## src/rtl/tmr_pkg.sv

```systemverilog
package tmr_pkg;

    localparam logic [1:0] ADDR_CTRL = 2'd0;
    localparam logic [1:0] ADDR_DIV  = 2'd1;
    localparam logic [1:0] ADDR_TOP  = 2'd2;
    localparam logic [1:0] ADDR_CMP  = 2'd3;

    localparam logic [2:0] MSEL_NONE   = 3'b000;
    localparam logic [2:0] MSEL_UPDATE = 3'b010;

    localparam logic [2:0] SSEL_FREE   = 3'b000;
    localparam logic [2:0] SSEL_GATED  = 3'b101;
    localparam logic [2:0] SSEL_EXTCLK = 3'b111;

    typedef struct packed {
        logic [2:0] tsel;
        logic [2:0] ssel;
        logic [2:0] msel;
        logic       en;
    } tmr_ctrl_t;

    localparam int CTRL_W = $bits(tmr_ctrl_t);

endpackage

```

## src/rtl/tmr_divider.sv

```systemverilog
module tmr_divider #(
    parameter int W = 16
) (
    input  logic         clk,
    input  logic         rst_n,
    input  logic         run,
    input  logic [W-1:0] ratio,
    output logic         tick
);

    typedef struct packed {
        logic [W-1:0] phase;
    } div_st_t;

    div_st_t st_d, st_q;

    always_comb begin
        st_d = st_q;
        tick = run && (st_q.phase >= ratio);
        if (tick) begin
            st_d.phase = '0;
        end else if (run) begin
            st_d.phase = st_q.phase + 1'b1;
        end
    end

    always_ff @(posedge clk or negedge rst_n) begin
        if (!rst_n) begin
            st_q <= '0;
        end else begin
            st_q <= st_d;
        end
    end

    // after a tick the phase restarts, so a back-to-back tick needs ratio 0
    assert_div_spacing_R3: assert property (@(posedge clk) disable iff (!rst_n)
        tick |=> (!tick || ratio == '0));

endmodule

```

## src/rtl/tmr_slave_ctrl.sv

```systemverilog
module tmr_slave_ctrl
    import tmr_pkg::*;
#(
    parameter int N_IN = 4
) (
    input  logic            clk,
    input  logic            rst_n,
    input  logic            en,
    input  logic [N_IN-1:0] tin,
    input  logic [2:0]      tsel,
    input  logic [2:0]      ssel,
    input  logic            div_tick,
    output logic            div_run,
    output logic            step,
    output logic            trig_lvl
);

    typedef struct packed {
        logic prev;
    } sl_st_t;

    sl_st_t st_d, st_q;
    logic   rise;

    always_comb begin
        trig_lvl = 1'b0;
        for (int i = 0; i < N_IN; i++) begin
            if (tsel == 3'(i)) begin
                trig_lvl = tin[i];
            end
        end
        rise = trig_lvl && !st_q.prev;

        st_d      = st_q;
        st_d.prev = trig_lvl;

        unique case (ssel)
            SSEL_EXTCLK: begin
                div_run = 1'b0;
                step    = en && rise;
            end
            SSEL_GATED: begin
                div_run = en && trig_lvl;
                step    = div_tick;
            end
            default: begin
                div_run = en;
                step    = div_tick;
            end
        endcase
    end

    always_ff @(posedge clk or negedge rst_n) begin
        if (!rst_n) begin
            st_q <= '0;
        end else begin
            st_q <= st_d;
        end
    end

    // one rising edge yields one step, never two in a row
    assert_one_step_per_edge_R9: assert property (@(posedge clk) disable iff (!rst_n)
        (step && ssel == SSEL_EXTCLK) |=> !(step && ssel == SSEL_EXTCLK));

endmodule

```

## src/rtl/tmr_unit.sv

```systemverilog
module tmr_unit
    import tmr_pkg::*;
#(
    parameter int CNT_W = 16,
    parameter int N_IN  = 4
) (
    input  logic             clk,
    input  logic             rst_n,
    input  logic             wr_en,
    input  logic [1:0]       wr_addr,
    input  logic [CNT_W-1:0] wr_data,
    input  logic [N_IN-1:0]  tin,
    output logic [CNT_W-1:0] cnt,
    output logic             upd,
    output logic             tout,
    output logic             cref
);

    typedef struct packed {
        tmr_ctrl_t        ctl;
        logic [CNT_W-1:0] ratio;
        logic [CNT_W-1:0] top;
        logic [CNT_W-1:0] cmp;
        logic [CNT_W-1:0] cnt;
        logic             upd;
        logic             tout;
        logic             cref;
    } unit_st_t;

    unit_st_t st_d, st_q;
    logic     div_tick;
    logic     div_run;
    logic     step;
    logic     trig_lvl;
    logic     wrap;

    tmr_divider #(.W(CNT_W)) u_div (
        .clk   (clk),
        .rst_n (rst_n),
        .run   (div_run),
        .ratio (st_q.ratio),
        .tick  (div_tick)
    );

    tmr_slave_ctrl #(.N_IN(N_IN)) u_slave (
        .clk      (clk),
        .rst_n    (rst_n),
        .en       (st_q.ctl.en),
        .tin      (tin),
        .tsel     (st_q.ctl.tsel),
        .ssel     (st_q.ctl.ssel),
        .div_tick (div_tick),
        .div_run  (div_run),
        .step     (step),
        .trig_lvl (trig_lvl)
    );

    always_comb begin
        st_d = st_q;

        wrap = step && (st_q.cnt >= st_q.top);
        if (step) begin
            st_d.cnt = wrap ? '0 : st_q.cnt + 1'b1;
        end
        st_d.upd  = wrap;
        st_d.cref = st_d.cnt < st_q.cmp;

        if (st_q.ctl.msel[2]) begin
            st_d.tout = st_d.cref;
        end else if (st_q.ctl.msel == MSEL_UPDATE) begin
            st_d.tout = wrap;
        end else begin
            st_d.tout = 1'b0;
        end

        if (wr_en) begin
            unique case (wr_addr)
                ADDR_CTRL: st_d.ctl   = tmr_ctrl_t'(wr_data[CTRL_W-1:0]);
                ADDR_DIV:  st_d.ratio = wr_data;
                ADDR_TOP:  st_d.top   = wr_data;
                default:   st_d.cmp   = wr_data;
            endcase
        end
    end

    always_ff @(posedge clk or negedge rst_n) begin
        if (!rst_n) begin
            st_q <= '0;
        end else begin
            st_q <= st_d;
        end
    end

    assign cnt  = st_q.cnt;
    assign upd  = st_q.upd;
    assign tout = st_q.tout;
    assign cref = st_q.cref;

    // the update pulse lines up with the counter reading zero
    assert_upd_at_zero_R4: assert property (@(posedge clk) disable iff (!rst_n)
        st_q.upd |-> (st_q.cnt == '0));

    // a disabled timer keeps its count
    assert_hold_when_off_R5: assert property (@(posedge clk) disable iff (!rst_n)
        !st_q.ctl.en |=> $stable(st_q.cnt));

    // in update mode the trigger output mirrors the update flag
    assert_tout_is_upd_R7: assert property (@(posedge clk) disable iff (!rst_n)
        (st_q.ctl.msel == MSEL_UPDATE) |=> (st_q.tout == st_q.upd));

    // a closed gate freezes the counter
    assert_gate_closed_R10: assert property (@(posedge clk) disable iff (!rst_n)
        (st_q.ctl.ssel == SSEL_GATED && !trig_lvl) |=> $stable(st_q.cnt));

endmodule

```

## src/rtl/tmr_chain.sv

```systemverilog
module tmr_chain #(
    parameter int CNT_W = 16,
    parameter int N_EXT = 3
) (
    input  logic             clk,
    input  logic             rst_n,
    input  logic             wr_en,
    input  logic             wr_sel,
    input  logic [1:0]       wr_addr,
    input  logic [CNT_W-1:0] wr_data,
    input  logic [N_EXT-1:0] ext_trig,
    output logic [CNT_W-1:0] cnt0,
    output logic [CNT_W-1:0] cnt1,
    output logic             upd0,
    output logic             upd1,
    output logic             tout0,
    output logic             tout1,
    output logic             ref0,
    output logic             ref1
);

    localparam int N_IN  = N_EXT + 1;
    localparam int N_TMR = 2;

    logic [CNT_W-1:0] cnt_v  [N_TMR];
    logic [N_TMR-1:0] upd_v;
    logic [N_TMR-1:0] tout_v;
    logic [N_TMR-1:0] ref_v;

    for (genvar g = 0; g < N_TMR; g++) begin : g_tmr
        logic [N_IN-1:0] tin;
        logic            sel_hit;

        assign tin     = {ext_trig, tout_v[N_TMR-1-g]};
        assign sel_hit = wr_en && (wr_sel == 1'(g));

        tmr_unit #(.CNT_W(CNT_W), .N_IN(N_IN)) u_unit (
            .clk     (clk),
            .rst_n   (rst_n),
            .wr_en   (sel_hit),
            .wr_addr (wr_addr),
            .wr_data (wr_data),
            .tin     (tin),
            .cnt     (cnt_v[g]),
            .upd     (upd_v[g]),
            .tout    (tout_v[g]),
            .cref    (ref_v[g])
        );
    end

    assign cnt0  = cnt_v[0];
    assign cnt1  = cnt_v[1];
    assign upd0  = upd_v[0];
    assign upd1  = upd_v[1];
    assign tout0 = tout_v[0];
    assign tout1 = tout_v[1];
    assign ref0  = ref_v[0];
    assign ref1  = ref_v[1];

    // outputs are quiet on the first cycle after reset
    assert_quiet_after_reset_R1: assert property (@(posedge clk) disable iff (!rst_n)
        $rose(rst_n) |-> (upd_v == '0 && tout_v == '0));

endmodule

```

## config.mk

```make
export PLATFORM = sky130hd
export DESIGN_NAME = tmr_chain
export DESIGN_NICKNAME = d
export VERILOG_FILES = /design/src/rtl/tmr_pkg.sv /design/src/rtl/tmr_divider.sv /design/src/rtl/tmr_slave_ctrl.sv /design/src/rtl/tmr_unit.sv /design/src/rtl/tmr_chain.sv
export SDC_FILE = /design/constraint.sdc
export NUM_CORES = 1
export LEC_CHECK = 0
export ABC_AREA = 1
export BUFFER_PORTS_ARGS = -buffer_cell sky130_fd_sc_hd__buf_4
export CORE_MARGIN = 4
export CORE_UTILIZATION = 28
export CTS_BUF_LIST = sky130_fd_sc_hd__clkbuf_4 sky130_fd_sc_hd__clkbuf_8
export CTS_CLUSTER_DIAMETER = 40
export CTS_CLUSTER_SIZE = 16
export DETAILED_ROUTE_END_ITERATION = 16
export PLACE_DENSITY = 0.47
export SLEW_MARGIN = 20
export SYNTH_ARGS = -nofsm -noshare
export SYNTH_HDL_FRONTEND = slang
export SYNTH_SLANG_ARGS = --single-unit
```

## constraint.sdc

```tcl
create_clock -name clk -period 3.35 [get_ports clk]
set_input_delay 0.335 -clock clk [delete_from_list [all_inputs] [get_ports clk]]
set_output_delay 0.335 -clock clk [all_outputs]
set_load 0.01 [all_outputs]
```

**Word level (Yosys, flattened, before mapping)**

Cells that the tools add are included.

- Register bits after elaboration: 188
- Input port bits: 25
- Output and inout port bits: 38
- Logic and storage cells: 104

- $add $sub $neg: 4
- $lt $le $gt $ge: 6
- Equality and inequality tests: 14
- Muxes and demuxes: 24
- Bitwise operators: 2
- Reduce and logical (&&, ||, !) cells: 28

Operators by type and width:

| cell | number |
|---|---|
| 2-to-1 mux 16 bit | 8 |
| adder 16 x 1 -> 16 bit (second input constant) | 4 |
| greater-or-equal comparator 16 bit | 4 |
| < comparator 16 bit | 2 |
| equality test 3 x 2 -> 1 bit (second input constant) | 6 |
| AND reduction 2 bit | 8 |
| 2-to-1 mux 1 bit | 14 |
| equality test 3 bit (second input constant) | 4 |
| logical AND 1 bit | 12 |
| equality test 3 x 1 -> 1 bit (second input constant) | 2 |
| logical NOT 3 bit | 2 |
| case mux 1 bit (2 select lines) | 2 |
| nonzero test 2 bit | 2 |
| OR reduction 3 bit | 1 |
| equality test 2 x 1 -> 1 bit (second input constant) | 1 |
| equality test 2 bit (second input constant) | 1 |
| logical NOT 1 bit | 2 |
| logical NOT 2 bit | 1 |
| NOT 1 bit | 2 |

**Logic depth before layout (Yosys ltp)**

- Word-level depth: 14
- Depth in mapped cells: 33
- Mapped depth without buffers: 33

**Modules after synthesis**

From an unflattened synthesis, not the netlist that was laid out.

- Cells, all modules: 1342
- Area total of the unflattened synthesis: 11031.8 µm²

By module, submodules not included:

| module | instances | cells an instance | area an instance (µm²) | seq. area each (µm²) |
|---|---|---|---|---|
| tmr_unit (g_tmr[0].u_unit) | 1 | 451 | 3912.5 | 1926.8 |
| tmr_unit (g_tmr[1].u_unit) | 1 | 447 | 3906.2 | 1926.8 |
| tmr_divider | 2 | 192 | 1453.9 | 400.4 |
| tmr_slave_ctrl | 2 | 28 | 143.9 | 25.0 |
| tmr_chain | 1 | 4 | 17.5 | 0.0 |

**Least setup slack after synthesis**

Ideal clock, no wire load.

- Kind: register to register
- Start: register g_tmr[1].u_unit.u_div.st_q[6] (netlist bit)
- End: register g_tmr[1].u_unit.st_q, in the netlist g_tmr[1].u_unit.cref
- Library setup time: 0.133 ns
- Arrival time: 2.894 ns
- Data required time: 3.217 ns
- Path slack: 0.323 ns
- Cell stages (with the launch flop): 23
- Buffers on the path: 0
- Period minus slack after synthesis: 3.027 ns
- Cell sequence: dfrtp_1 > ha_1 > nand2_1 > nor2_1 > and2_1 > nor2_1 > nand2_1 > nand2_1 > nand2_1 > nand2_2 > nand2_4 > nand2_2 > or3_4 > nor2_2 > nand3_1 > o21ai_1 > inv_1 > ha_1 > nand2_1 > inv_1 > nand3_1 > o221a_2 > a21boi_0

RTL lines:

| what | line | source |
|---|---|---|
| from (decl) | tmr_divider.sv:15 | `div_st_t st_d, st_q;` |
| from (signal assigned) | tmr_divider.sv:31 | `st_q <= st_d;` |
| to (signal assigned) | tmr_unit.sv:90 | `st_q <= st_d;` |
| to (decl) | tmr_unit.sv:30 | `unit_st_t st_d, st_q;` |

==> results.txt <==
- Final core area utilization: between 30% and 40%
- Number of sinks handled by clock tree synthesis: 188
- Ports: 63
* Vias in the first global route: 8,233
* Setup slack, reg-to-reg: 0.09 ns
- Setup crit end kind: flip-flop
* Clock latency on the worst-skew pair: 0.49 ns
* Standard cell area after detailed placement: 11,600 um^2
- The first global-routing pass estimated around 45,000 um of wire.
- Global routing used 13.7% of the available tracks across all layers.
- Minimum setup slack in the final design: around 0.09 ns
* Num rows: 70
- The critical path starts at g_tmr[1].u_unit.u_div.st_q[5].
* Fraction of the yosys area taken by sequential cells: 44.8%
- Share of the clock period used by the worst path: 97.2%
* Wirelength per Cell: 14.8 um
- Number of flops mapped to enable cells by yosys: 0
* Relative slew slack: 32.9%
* Placeable core region: 36,800 um^2
- Fill cells in the final layout number 3,935.
* Maximum fanout count along the critical path: 3
- STA puts the critical path data required time at 3.72 ns.
- Across the run, the number of max-cap violations was 0.
- The die is 202 um tall.
- In the routed layout, each cell is associated on average with a via count of approximately 4.5.
- Reg2reg start: g_tmr[1].u_unit.u_div.st_q[5]
* Leading cell type by number of instances after synthesis: nand2_1
- Clock tree synthesis selected as its root buffer the cell clkbuf_8.
* Initial antenna violation count: 0
* Clock transition time at the flip-flop clock pins of the worst setup and hold paths: 0.12 ns
- Across the VDD grid, the largest voltage drop is 0.259 mV.
- Post-Synthesis Mean Instance Area: approximately 8 um^2
- The repair_antennas step left the layout with diodes totalling 0.
- Capturing element of the worst setup path: g_tmr[1].u_unit.tout
- The max-slew violation total from the final report is 0.
* Port Buf Inserts: just over 60
- Status: finished, final reports clean
* Maximum number of pins on one net before global-route repair: 85
- Total design power: approximately 8.2 mW
- Endpoints failing hold: 0
- The mapped netlist covers 10,500 um^2.
- After detailed routing, the total wire length is 27,600 um.
* Unrepaired setup endpoints after global routing: true
- Once detailed placement completed, the half-perimeter wirelength came to between 20,000 and 25,000 um.
* Terminus of the critical flop-to-flop path: g_tmr[1].u_unit.tout
- Transition at the pin with the smallest max-transition slack: ~1.0 ns
- Total power density per cell area: 661 nW/um^2
* Initial drt markers: 506
- Once layout is complete, the cells apart from fillers number between 1,500 and 2,000.
- Routability-driven placement finished with a final weighted congestion of between 0.8 and 0.9.
* Post-placement worst setup slack: -0.0150 ns
- TritonCTS built the clock tree.
- Most frequently used flop master after synthesis: dfrtp_1
- Worst setup skew after layout: 0.0210 ns
* Kind of launch point of the worst setup path: flip-flop
- Summed over all cells, the static leakage comes to 6.41 nW.
- Peak clock frequency supported by timing: 307 MHz
- The floorplan step defined a die boundary enclosing between 40,000 and 50,000 um^2.
* Setup TNS after final layout: 0 ns
* Global-route congestion overflow total: 0
- Data on the critical path arrives at its endpoint at 3.63 ns.
- The critical path is of the reg2reg type.
- Synthesis produced a netlist with a net count of 1,420.
* Maximum buffer depth of the clock tree: 2
* Portion of synthesized cell area occupied by the leading cell type: 44.8%
* Library cells used by synthesis: 42
- The Yosys step of the flow raised 0 warnings.
- Top cell types by occurrence after synthesis: 286 x nand2_1, 223 x inv_1, 188 x dfrtp_1
- Total clock buffers created by CTS: 17
- Die Span X: 202 um
- Final Hold Slack: 0.0706 ns
* Fraction of layout instances using a drive strength above 1: between 10% and 20%
- Cell count of the worst reg-to-reg path: 25
* Hold/Removal Path Class: in2reg
- Final setup vio count: 0
- Biggest area contributors in the synthesized netlist: dfrtp_1 45%, ha_1 12%, nand2_1 10%
* Post-synthesis register bit count: roughly 190
- The area growth from synthesis to layout is 18.2%.
- Subtracting the final worst setup slack from the clock period gives 3.26 ns.
- Cell count after placement: 1,817
- For this configuration, the core starts out at a cell density of between 20% and 30%.
* Biggest area consumer among synthesized cells: dfrtp_1
* Deepest level of the CTS H-tree: 4
- After detailed routing, the number of remaining DRC violations is 0.
- Share of flip-flops with an asynchronous set or reset after synthesis: 100%
* Post-synthesis instance total: 1,297
- The routed layout has 8,387 vias.
- Before antenna repair, the detailed router went through 5 iterations.
- After routing the design area is 12,400 um^2.
- Remaining antenna violation count: 0
* Final-stage net count: 1,508
[how the worst min path moves through the flow]
stage / from / endpoint / slack [ns] / cells after the start
floorplan: rst_n / g_tmr[0].u_unit.cnt[0] / 0.04 / 0
finish: wr_data[7] / g_tmr[1].u_unit.st_q[26] / 0.07 / 3
global route: wr_data[13] / g_tmr[1].u_unit.st_q[32] / 0.04 / 3
detailed placement: rst_n / g_tmr[0].u_unit.u_div.st_q[1] / 0.47 / 1
CTS: wr_data[11] / g_tmr[1].u_unit.st_q[30] / 0.04 / 3
global placement: rst_n / g_tmr[0].u_unit.u_div.st_q[0] / 0.47 / 1
[worst max-delay path, stage by stage, from the launching register on]
cell and delay, ns:
dfrtp_1 0.41, ha_1 0.29, nand2_1 0.06, nor2_2 0.11, and2_1 0.13, nor2_1 0.04
nand2_1 0.07, nand2_1 0.05, nand2_1 0.07, nand2_2 0.07, nand2_4 0.09, nand2_2 0.06
or3_4 0.39, nor2_4 0.12, nand3_2 0.08, o21ai_2 0.16, inv_2 0.07, ha_4 0.27
nand2_4 0.05, inv_2 0.05, nand3_2 0.07, nor3_2 0.15, buf_4 0.14, nand2_2 0.05
nand3_2 0.06, nand2_1 0.05
[sequential cells by signal (all words and copies together) (netlist names)]
register                   cells
g_tmr.u_unit.upd               2
g_tmr.u_unit.cnt              32
g_tmr.u_unit.cref              2
g_tmr.u_unit.u_slave.st_q      2
g_tmr.u_unit.tout              2
g_tmr.u_unit.st_q            116
g_tmr.u_unit.u_div.st_q       32
[cell families after synthesis]
family	after synthesis	share of synthesized area, %
simple gates	459	18.8
buf+inv	300	11.9
compound gates	252	12.8
flops	188	44.8
fa+ha+maj	98	11.7
[metal layers]
metal / GRT usage (%) / share of wire (%) / up-vias
met2: 21.8 / 45 / 89
met1: 19.7 / 52 / 3976
met4: 2.17 / 0.69 / 0
met5: 0 / 0 / -
met3: 2.61 / 2.4 / 17
li1: - / - / 4305
[cell usage in the layout (no fill, tap or decap), types with 12 or more instances in the layout]
cell,Yosys,routed
a21oi_1,71,71
nor3_1,18,12
dfrtp_1,188,188
nand2_1,286,279
ha_4,0,12
ha_1,98,86
nand4_1,15,15
inv_2,16,26
o21ai_0,148,146
inv_1,223,213
nor2_1,59,53
nand3_1,49,42
clkbuf_8,0,19
buf_4,32,121
[timing repair]
| action | in CTS | in global routing |
|---|---|---|
| endpoints found under the setup margin | 1 | 4 |
| pin swaps | 1 | 25 |
| hold endpoints to repair | 82 | 0 |
| resized for setup | 4 | 57 |
| hold buffers | 1 | 0 |
| setup buffers | 0 | 16 |
[report_power, final]
part           internal [mW]  leakage (nW)  switching (mW)  total, mW
clock                  0.562         0.181           0.947       1.51
sequential              2.81          2.40           0.458       3.27
combinational           1.48          3.83            1.95       3.43
[layout make-up]
cell class | count | area, um^2 | share of cell area [%]
clock buffers | 18 | 248 | 1.99
clock inverters | 13 | 125 | 1.01
inverters | 242 | 908 | 7.31
multi-input cells | 809 | 4850 | 39.0
flip-flops and latches | 188 | 4700 | 37.9
well taps | 468 | 586 | 4.71
repair buffers | 127 | 1000 | 8.08
(Power assumes the default switching activity.)
